==> src/rtl/utlb_pkg.sv <==
package utlb_pkg;
  parameter int VPN_W  = 19;
  parameter int ASID_W = 8;
  parameter int PFN_W  = 19;
  parameter int PERM_W = 6;

  typedef struct packed {
    logic              vld;
    logic              glb;
    logic [VPN_W-1:0]  vpn;
    logic [ASID_W-1:0] asid;
    logic [PFN_W-1:0]  pfn;
    logic [PERM_W-1:0] perm;
  } utlb_entry_t;

  typedef enum logic [1:0] {
    ST_IDLE = 2'd0,
    ST_REQ  = 2'd1,
    ST_WAIT = 2'd2
  } utlb_state_e;
endpackage

==> src/rtl/utlb_match.sv <==
module utlb_match import utlb_pkg::*; #(
  parameter int WAYS = 8
) (
  input  utlb_entry_t [WAYS-1:0] ents,
  input  logic [VPN_W-1:0]       vpn,
  input  logic [ASID_W-1:0]      asid,
  output logic                   hit,
  output logic [PFN_W-1:0]       pfn,
  output logic [PERM_W-1:0]      perm
);
  logic [WAYS-1:0] hit_vec;

  // Per-way compare: page equal and (ASID equal or global entry)
  for (genvar g = 0; g < WAYS; g++) begin : g_cmp
    assign hit_vec[g] = ents[g].vld && (ents[g].vpn == vpn) &&
                        (ents[g].glb || (ents[g].asid == asid));
  end

  // Lowest matching way wins
  always_comb begin
    hit  = |hit_vec;
    pfn  = '0;
    perm = '0;
    for (int i = WAYS - 1; i >= 0; i--) begin
      if (hit_vec[i]) begin
        pfn  = ents[i].pfn;
        perm = ents[i].perm;
      end
    end
  end
endmodule

==> src/rtl/utlb_victim.sv <==
module utlb_victim #(
  parameter int WAYS  = 8,
  localparam int IDX_W = (WAYS > 1) ? $clog2(WAYS) : 1
) (
  input  logic             clk,
  input  logic             rst_n,
  input  logic [WAYS-1:0]  vld_vec,
  input  logic             install,
  output logic [IDX_W-1:0] vict_idx
);
  logic [IDX_W-1:0] rr_q;
  logic [IDX_W-1:0] free_idx;
  logic             all_full;

  assign all_full = &vld_vec;

  always_comb begin
    free_idx = '0;
    for (int i = WAYS - 1; i >= 0; i--) begin
      if (!vld_vec[i]) free_idx = IDX_W'(i);
    end
  end

  assign vict_idx = all_full ? rr_q : free_idx;

  always_ff @(posedge clk) begin
    if (!rst_n) begin
      rr_q <= '0;
    end else if (install && all_full) begin
      if (rr_q == IDX_W'(WAYS - 1)) rr_q <= '0;
      else                          rr_q <= rr_q + 1'b1;
    end
  end
endmodule

==> src/rtl/utlb_ctrl.sv <==
module utlb_ctrl import utlb_pkg::*; (
  input  logic        clk,
  input  logic        rst_n,
  input  logic        lkp_fire,
  input  logic        lkp_hit,
  input  logic        mreq_ready,
  input  logic        fill_valid,
  input  logic        inv_all,
  output utlb_state_e state,
  output logic        install
);
  utlb_state_e nxt;

  always_comb begin
    nxt = state;
    unique case (state)
      ST_IDLE: if (lkp_fire && !lkp_hit) nxt = ST_REQ;
      ST_REQ:  if (mreq_ready)           nxt = ST_WAIT;
      ST_WAIT: if (fill_valid)           nxt = ST_IDLE;
      default:                           nxt = ST_IDLE;
    endcase
    if (inv_all) nxt = ST_IDLE;
  end

  assign install = (state == ST_WAIT) && fill_valid && !inv_all;

  always_ff @(posedge clk) begin
    if (!rst_n) state <= ST_IDLE;
    else        state <= nxt;
  end
endmodule

==> src/rtl/utlb_cache.sv <==
module utlb_cache import utlb_pkg::*; #(
  parameter int WAYS = 8
) (
  input  logic              clk,
  input  logic              rst_n,
  input  logic              lkp_valid,
  output logic              lkp_ready,
  input  logic [VPN_W-1:0]  lkp_vpn,
  input  logic [ASID_W-1:0] lkp_asid,
  output logic              res_valid,
  output logic              res_hit,
  output logic [PFN_W-1:0]  res_pfn,
  output logic [PERM_W-1:0] res_perm,
  output logic              mreq_valid,
  input  logic              mreq_ready,
  output logic [VPN_W-1:0]  mreq_vpn,
  output logic [ASID_W-1:0] mreq_asid,
  input  logic              fill_valid,
  input  logic [PFN_W-1:0]  fill_pfn,
  input  logic [PERM_W-1:0] fill_perm,
  input  logic              fill_global,
  input  logic              inv_all
);
  localparam int IDX_W = (WAYS > 1) ? $clog2(WAYS) : 1;

  utlb_entry_t [WAYS-1:0] ent_q;
  logic [WAYS-1:0]        vld_vec;
  logic [VPN_W-1:0]       cap_vpn_q;
  logic [ASID_W-1:0]      cap_asid_q;
  logic                   m_hit;
  logic [PFN_W-1:0]       m_pfn;
  logic [PERM_W-1:0]      m_perm;
  logic [IDX_W-1:0]       vict_idx;
  logic                   install;
  logic                   lkp_fire;
  utlb_state_e            state;

  for (genvar g = 0; g < WAYS; g++) begin : g_vld
    assign vld_vec[g] = ent_q[g].vld;
  end

  assign lkp_ready  = (state == ST_IDLE);
  assign lkp_fire   = lkp_valid && lkp_ready;
  assign mreq_valid = (state == ST_REQ);
  assign mreq_vpn   = cap_vpn_q;
  assign mreq_asid  = cap_asid_q;

  utlb_match #(.WAYS(WAYS)) u_match (
    .ents (ent_q),
    .vpn  (lkp_vpn),
    .asid (lkp_asid),
    .hit  (m_hit),
    .pfn  (m_pfn),
    .perm (m_perm)
  );

  utlb_victim #(.WAYS(WAYS)) u_victim (
    .clk      (clk),
    .rst_n    (rst_n),
    .vld_vec  (vld_vec),
    .install  (install),
    .vict_idx (vict_idx)
  );

  utlb_ctrl u_ctrl (
    .clk        (clk),
    .rst_n      (rst_n),
    .lkp_fire   (lkp_fire),
    .lkp_hit    (m_hit && !inv_all),
    .mreq_ready (mreq_ready),
    .fill_valid (fill_valid),
    .inv_all    (inv_all),
    .state      (state),
    .install    (install)
  );

  // Entry storage: invalidate beats install
  always_ff @(posedge clk) begin
    if (!rst_n) begin
      ent_q <= '0;
    end else if (inv_all) begin
      for (int i = 0; i < WAYS; i++) ent_q[i].vld <= 1'b0;
    end else if (install) begin
      ent_q[vict_idx] <= '{vld: 1'b1, glb: fill_global, vpn: cap_vpn_q,
                           asid: cap_asid_q, pfn: fill_pfn, perm: fill_perm};
    end
  end

  // Captured lookup key, used for the miss request and the install
  always_ff @(posedge clk) begin
    if (!rst_n) begin
      cap_vpn_q  <= '0;
      cap_asid_q <= '0;
    end else if (lkp_fire) begin
      cap_vpn_q  <= lkp_vpn;
      cap_asid_q <= lkp_asid;
    end
  end

  // Registered result
  always_ff @(posedge clk) begin
    if (!rst_n) begin
      res_valid <= 1'b0;
      res_hit   <= 1'b0;
      res_pfn   <= '0;
      res_perm  <= '0;
    end else begin
      res_valid <= lkp_fire;
      if (lkp_fire) begin
        res_hit  <= m_hit && !inv_all;
        res_pfn  <= m_pfn;
        res_perm <= m_perm;
      end
    end
  end
endmodule

==> config.mk <==
export PLATFORM = sky130hd
export DESIGN_NAME = utlb_cache
export DESIGN_NICKNAME = d
export VERILOG_FILES = /design/src/rtl/utlb_pkg.sv /design/src/rtl/utlb_match.sv /design/src/rtl/utlb_victim.sv /design/src/rtl/utlb_ctrl.sv /design/src/rtl/utlb_cache.sv
export SDC_FILE = /design/constraint.sdc
export NUM_CORES = 1
export LEC_CHECK = 0
export ABC_AREA = 0
export BUFFER_PORTS_ARGS = -buffer_cell sky130_fd_sc_hd__buf_2
export CORE_UTILIZATION = 50
export CTS_CLUSTER_DIAMETER = 150
export DETAILED_ROUTE_END_ITERATION = 8
export MAX_ROUTING_LAYER = met4
export PLACE_DENSITY = 0.68
export SETUP_SLACK_MARGIN = 0.4
export SYNTH_ARGS = -nofsm -noshare
export SYNTH_HDL_FRONTEND = slang
export SYNTH_HIERARCHICAL = 1
export SYNTH_SLANG_ARGS = --single-unit
export TNS_END_PERCENT = 100
==> constraint.sdc <==
create_clock -name clk -period 3.35 [get_ports clk]
set_clock_uncertainty 0.05 [all_clocks]
set_input_delay 0.1675 -clock clk [delete_from_list [all_inputs] [get_ports clk]]
set_output_delay 0.1675 -clock clk [all_outputs]
set_load 0.005 [all_outputs]
-- After elaboration in Yosys (flattened, before gate mapping)
Cells that the tools add are included.
- output and inout port bits: 56
- input bits: 59
- bits in registers: 491
- bitwise logic cells: 2
- multiplexer cells: 33
- magnitude comparators: 2
- add/sub/neg operators: 1
- reduce and logical (&&, ||, !) cells: 39
- equal/unequal tests: 22
- operator list (kind ; number):
    $bwmux W432 ; 1
    $demux W54 S3 ; 1
    $eq A19 B19 Y1 ; 8
    $mux W19 ; 8
    $eq A8 B8 Y1 ; 8
    $mux W54 ; 1
    $mux W6 ; 8
    $mux W3 ; 10
    $logic_and A1 B1 Y1 ; 23
    $logic_or A1 B1 Y1 ; 8
    $reduce_and A8 Y1 ; 1
    $reduce_or A8 Y1 ; 1
    $mux W2 ; 3
    $pmux W2 S3 ; 1
    $lt A3 B4 Y1 const B ; 1
    $ne A2 B1 Y1 const B ; 2
    $add A3 B1 Y3 const B ; 1
    $eq A3 B3 Y1 const B ; 1
    $ge A3 B1 Y1 const B ; 1
    $reduce_and A3 Y1 ; 1
    $eq A2 B1 Y1 const B ; 1
    $eq A2 B2 Y1 const B ; 1
    $logic_not A1 Y1 ; 2
    $logic_not A2 Y1 ; 1
    other kinds (4) ; 5

-- Longest topological paths before layout
- depth after elaboration: 14
- depth in mapped cells: 14

-- Modules after synthesis
Netlist, hierarchy kept.
- by module, submodules not included (module ; cells each ; times used ; area each (um2)):
    utlb_cache ; 1700 ; 1 ; 17350.4
    utlb_match ; 667 ; 1 ; 4596.9
    utlb_victim ; 31 ; 1 ; 236.5
    utlb_ctrl ; 10 ; 1 ; 108.9

-- Worst setup path after synthesis
Ideal clock, no wire load.
- kind: input to register
- start: input port lkp_vpn[18]
- end: register u_ctrl.state[0]
- buffers on the path: 4
- arrival time: 2.396 ns
- slack: 0.782 ns
- library setup time: 0.122 ns
- cell stages on the path: 13
- required time: 3.178 ns
- path through: buf_2 -> xor2_1 -> nor4_1 -> nand3_1 -> or4_1 -> buf_2 -> nor2b_1 -> buf_2 -> buf_2 -> nand3_1 -> nor2b_1 -> or3b_1 -> a211oi_2
- word-level cells in the longest chain between the ends: 9
- elaborated cells between the ends (all ways): 30
- those cells by class: 9 x eq/ne; 21 x reduce/logical
- RTL lines (what ; line ; RTL):
    start: declaration ; utlb_cache.sv:8 ; input logic [VPN_W-1:0] lkp_vpn,
    $eq A19 B19 Y1 ; utlb_match.sv:15 ; assign hit_vec[g] = ents[g].vld && (ents[g].vpn == vpn) &&
    $logic_and A1 B1 Y1 (2 in a row) ; utlb_match.sv:15 ;
    $reduce_or A8 Y1 * ; utlb_match.sv:21 ; hit = |hit_vec;
    named net m_hit ; utlb_cache.sv:30 ; logic m_hit;
    $logic_and A1 B1 Y1 * ; utlb_cache.sv:69 ; .lkp_hit (m_hit && !inv_all),
    $logic_not A1 Y1 * ; utlb_ctrl.sv:17 ; ST_IDLE: if (lkp_fire && !lkp_hit) nxt = ST_REQ;
    $logic_and A1 B1 Y1 * ; utlb_ctrl.sv:17 ;
    $ne A2 B1 Y1 (no line) * ; n/a ;
    $reduce_and A3 Y1 (no line) * ; n/a ;
    end signal: assignment ; utlb_ctrl.sv:29 ; else state <= nxt;
    end: declaration ; utlb_ctrl.sv:9 ; output utlb_state_e state,
The timed path passes the listed nets; every way through them passes the cells marked *.
A chain may end at the register's enable or synchronous reset.

-- Final worst setup path
- start: input port lkp_vpn[14]
- end: register res_pfn[5]
- word-level cells in the longest chain between the ends: 11
- elaborated cells between the ends (all ways): 32
- those cells by class: 8 x eq/ne; 8 x mux; 16 x reduce/logical
- RTL lines (what ; line ; RTL):
    $eq A19 B19 Y1 ; utlb_match.sv:15 ;
    $logic_and A1 B1 Y1 (2 in a row) ; utlb_match.sv:15 ;
    $mux W19 (7 in a row) ; utlb_match.sv:25 ; if (hit_vec[i]) begin
    $mux W19 * ; utlb_match.sv:25 ;
    named net m_pfn[5] ; utlb_cache.sv:31 ; logic [PFN_W-1:0] m_pfn;
    end signal: assignment ; utlb_cache.sv:111 ; res_pfn <= m_pfn;
    end: declaration ; utlb_cache.sv:12 ; output logic [PFN_W-1:0] res_pfn,
Marks and branches as above.

==> run metrics <==
status complete, no violations; CP max FO 6; Comb power frac 0.053; share of cells above drive strength 1 0.1249; Area contributors post-synth dfxtp_1, mux2i_1, nand2_1; crit-path cells dlygate4sd3_1 > buf_4 > buf_4 > xor2_1 > nor4_2 > nand3_2 > buf_4 > or4_4 > and2_4 > a21o_1 > o221ai_1 > a31oi_1 > nand2_1 > a21boi_0; via density per instance 5.500; Synth Flop Type dfxtp_1; Final ANT Viol Nets 0; First DRT Iteration DRCs 1223; placer congestion estimate 0.9015; die height 213.2 um; Fin. Hold Viols 0; GRT Total Usage 0.2774; CP bufs+invs 4; CP most frequent cell buf_4; fin crit share 0.8741; CP arrival 3.35 ns; required time of the critical path 3.77 ns; Sw Pwr 0.002736 W; sequential power share 0.487; post-layout min period 2.928 ns; Final Util 0.5910; R2R depth 11; flops & latches, synth 491; LEAKAGE 11.14 nW; post-synthesis cell count 2408; site row count 76; number of max-cap violations 0; largest net degree at the start of global routing 87; DR WL/cell 19.60 um; Min-Delay Path Class in2reg; Async SR Flop Fraction 0; first-pass GRT wire length 95350 um; Slew Viols, Final 0; H-tree lvl count 2; fillers 3794; vias 17230; CTS max path bufs 3; post-synth top area cell dfxtp_1; Setup Total Neg Slack 0 ns; met3 usage 0.04280; Post-synth EDFFs 0; Worst-path clk slew 0.06 ns; Worst VDD drop 0.0003540 V; port bufs 114; Clock Power Share 0.460; switching share of power 0.2269; Sink Count 491; Clock Latency Late Sink 0.59 ns; Pwr Density 468.6 mW/mm^2; dominant cell by count in the synthesized netlist nand2_1; synthesized area per cell 9.258 sq um; Critical-path top delay cell or4_4; core area 0.04355 sq mm; Power Total 0.01206 W; die span in x 213.2 um; # DRC 0; CP top delay family simple AND/OR/NAND/NOR gates; Pint 0.009325 W; final setup fails 0; area grow syn2layout 15.46%; Setup CP Type in2reg; met1 usage 0.3676; worst slew pin tran 0.8284 ns; TritonCTS buffer count 51; placed wire-length estimate 38740 um; most used routing layer met2; vias in the first global route 16980; Synth Cell Area 0.02229 sq mm; Detailed Route WL 61400 um; Commonest cells post-synth nand2_1, dfxtp_1, mux2i_1, xor2_1, clkbuf_1; initial core utilization 0.5119; GR Layer Usage met2 0.4299; antenna violations before repair 1; CTS tree done; RSZ-0062 raised after global routing true; Crit. End Element flip-flop; Min-Delay Path Depth 3; die area 0.04543 sq mm; nets 2575; syn_nets 2469; I/O pin total 115; GRT overflow 0; Worst slew margin 0.4477; top cell type's share of synthesized area 0.4409; Critical Path Max Stage Delay 0.56 ns; startpoint types primary input; CTS root buf clkbuf_16; Seq/Total Area, Yosys 0.4409; synthesis warning total 6; synth unique cells 55; Fmax 0.3415 GHz; Pre-antenna DRT Iters 5; Levels on crit path 14
## state kept, by name, indices dropped and copies added, names as in the netlist
| signal | flops |
|---|---|
| res_valid | 1 |
| u_ctrl/state | 2 |
| res_perm | 6 |
| res_pfn | 19 |
| u_victim/rr_q | 3 |
| mreq_asid | 8 |
| res_hit | 1 |
| mreq_vpn | 19 |
| ent_q | 432 |
## cell type report
| type | instances | area [sq um] | share of cell area |
|---|---|---|---|
| Timing Repair Buffer | 224 | 1757 | 0.06825 |
| Inverter | 53 | 198.9 | 0.007729 |
| Clock buffer | 80 | 1528 | 0.05936 |
| Antenna cell | 1 | 2.502 | 0.00009722 |
| Clock inverter | 6 | 85.08 | 0.003306 |
| Sequential cell | 491 | 9831 | 0.3819 |
| Tap cell | 585 | 732.0 | 0.02844 |
| Multi-Input combinational cell | 1693 | 11600 | 0.4509 |
## path summary, 6_finish.rpt
| check | from | end | slack (ns) |
|---|---|---|---|
| setup / recovery | lkp_vpn[14] | res_pfn[5]$_SDFFE_PN0P_ | 0.42 |
| hold / removal | fill_pfn[9] | ent_q[69]$_SDFFE_PN0P_ | 0.004 |
| setup reg to reg | ent_q[311]$_SDFFE_PN0P_ | res_pfn[5]$_SDFFE_PN0P_ | 0.45 |
| hold reg to reg | res_pfn[15]$_SDFFE_PN0P_ | res_pfn[15]$_SDFFE_PN0P_ | 0.40 |
## power groups by stage
stage / clock, W / sequential (W) / combinational, W
2_1_floorplan: 0 / 0.00601 / 0.000361
3_3_place_gp: 0 / 0.00601 / 0.000573
3_5_place_dp: 0 / 0.00601 / 0.000578
4_1_cts: 0.00563 / 0.00588 / 0.000619
5_1_grt: 0.00587 / 0.00588 / 0.000682
6_report: 0.00554 / 0.00588 / 0.000637
## routing by layer
metal  share of wire  up-vias  wire (um)
li1                -     8228          -
met4           0.031        0       1918
met3           0.060      115       3697
met5               0        -          0
met1            0.45     8419      27940
met2            0.45      470      27840
## through the flow
stage	hold slack (ns)	instances	cell area, sq um	worst slack (ns)
3_5_place_dp	0.3968	2990	23340	0.09291
4_1_cts	0.001229	3121	25430	0.4060
6_report	0.004399	3133	25740	0.4216
5_1_grt	0.02573	3133	25740	0.3623
3_3_place_gp	0.3895	2990	23340	0.1822
2_1_floorplan	0.2523	2408	22290	0.7822
## tightest hold or removal path: cells and delay by family
kind	cells	cell delay (ns)
buffers and inverters	1	0.07
muxes	1	0.17
and+or+nand+nor	1	0.18
## cells by family after synthesis
group                    Yosys count  share of synthesized area
AND/OR/NAND/NOR                  816                     0.1555
XOR/XNOR                         216                    0.08486
AO/OA/AOI/OAI                    205                    0.06528
buffers and inverters            227                    0.04984
adder cells (fa/ha/maj)            2                   0.001122
flip-flops                       491                     0.4409
multiplexers                     451                     0.2025
## timing repair
action | CTS | global route
pin swaps | 1 | 27
cloned | 0 | 5
setup endpoints to repair | 24 | 124
hold buffers | 42 | 0
endpoints found under the hold margin | 100 | 0
resized for setup | 5 | 65
buffers inserted | 3 | 6
## placed cells by master (no fill, tap or decap), types with 5 or more instances in the layout
master         synthesis  layout
dlygate4sd3_1          0      42
dfxtp_1              491     490
nor4_2                 3      14
o221ai_2              11      11
a31oi_1               31      30
or2b_1                 8       8
nor2b_1                8       5
a21o_1                23      23
o21ai_0               41      33
a21boi_0              47      38
xnor2_1               72      72
o221ai_1              12      12
buf_4                 25      51
nand2_1              646     643
nand2b_1              19      19
xor2_1               144     143
nor2_1                41      39
clkbuf_16              0      55
a21oi_1               12      10
a21boi_1               7      16
clkbuf_8               0      10
nand3_1               10       9
nor4_1                33      20
clkbuf_1              73      17
o21ai_1               11      17
buf_2                 59     108
buf_12                 0      14
mux2i_1              451     451
nand4_1               22      22
inv_1                 52      52
(Power assumes the default switching activity.)
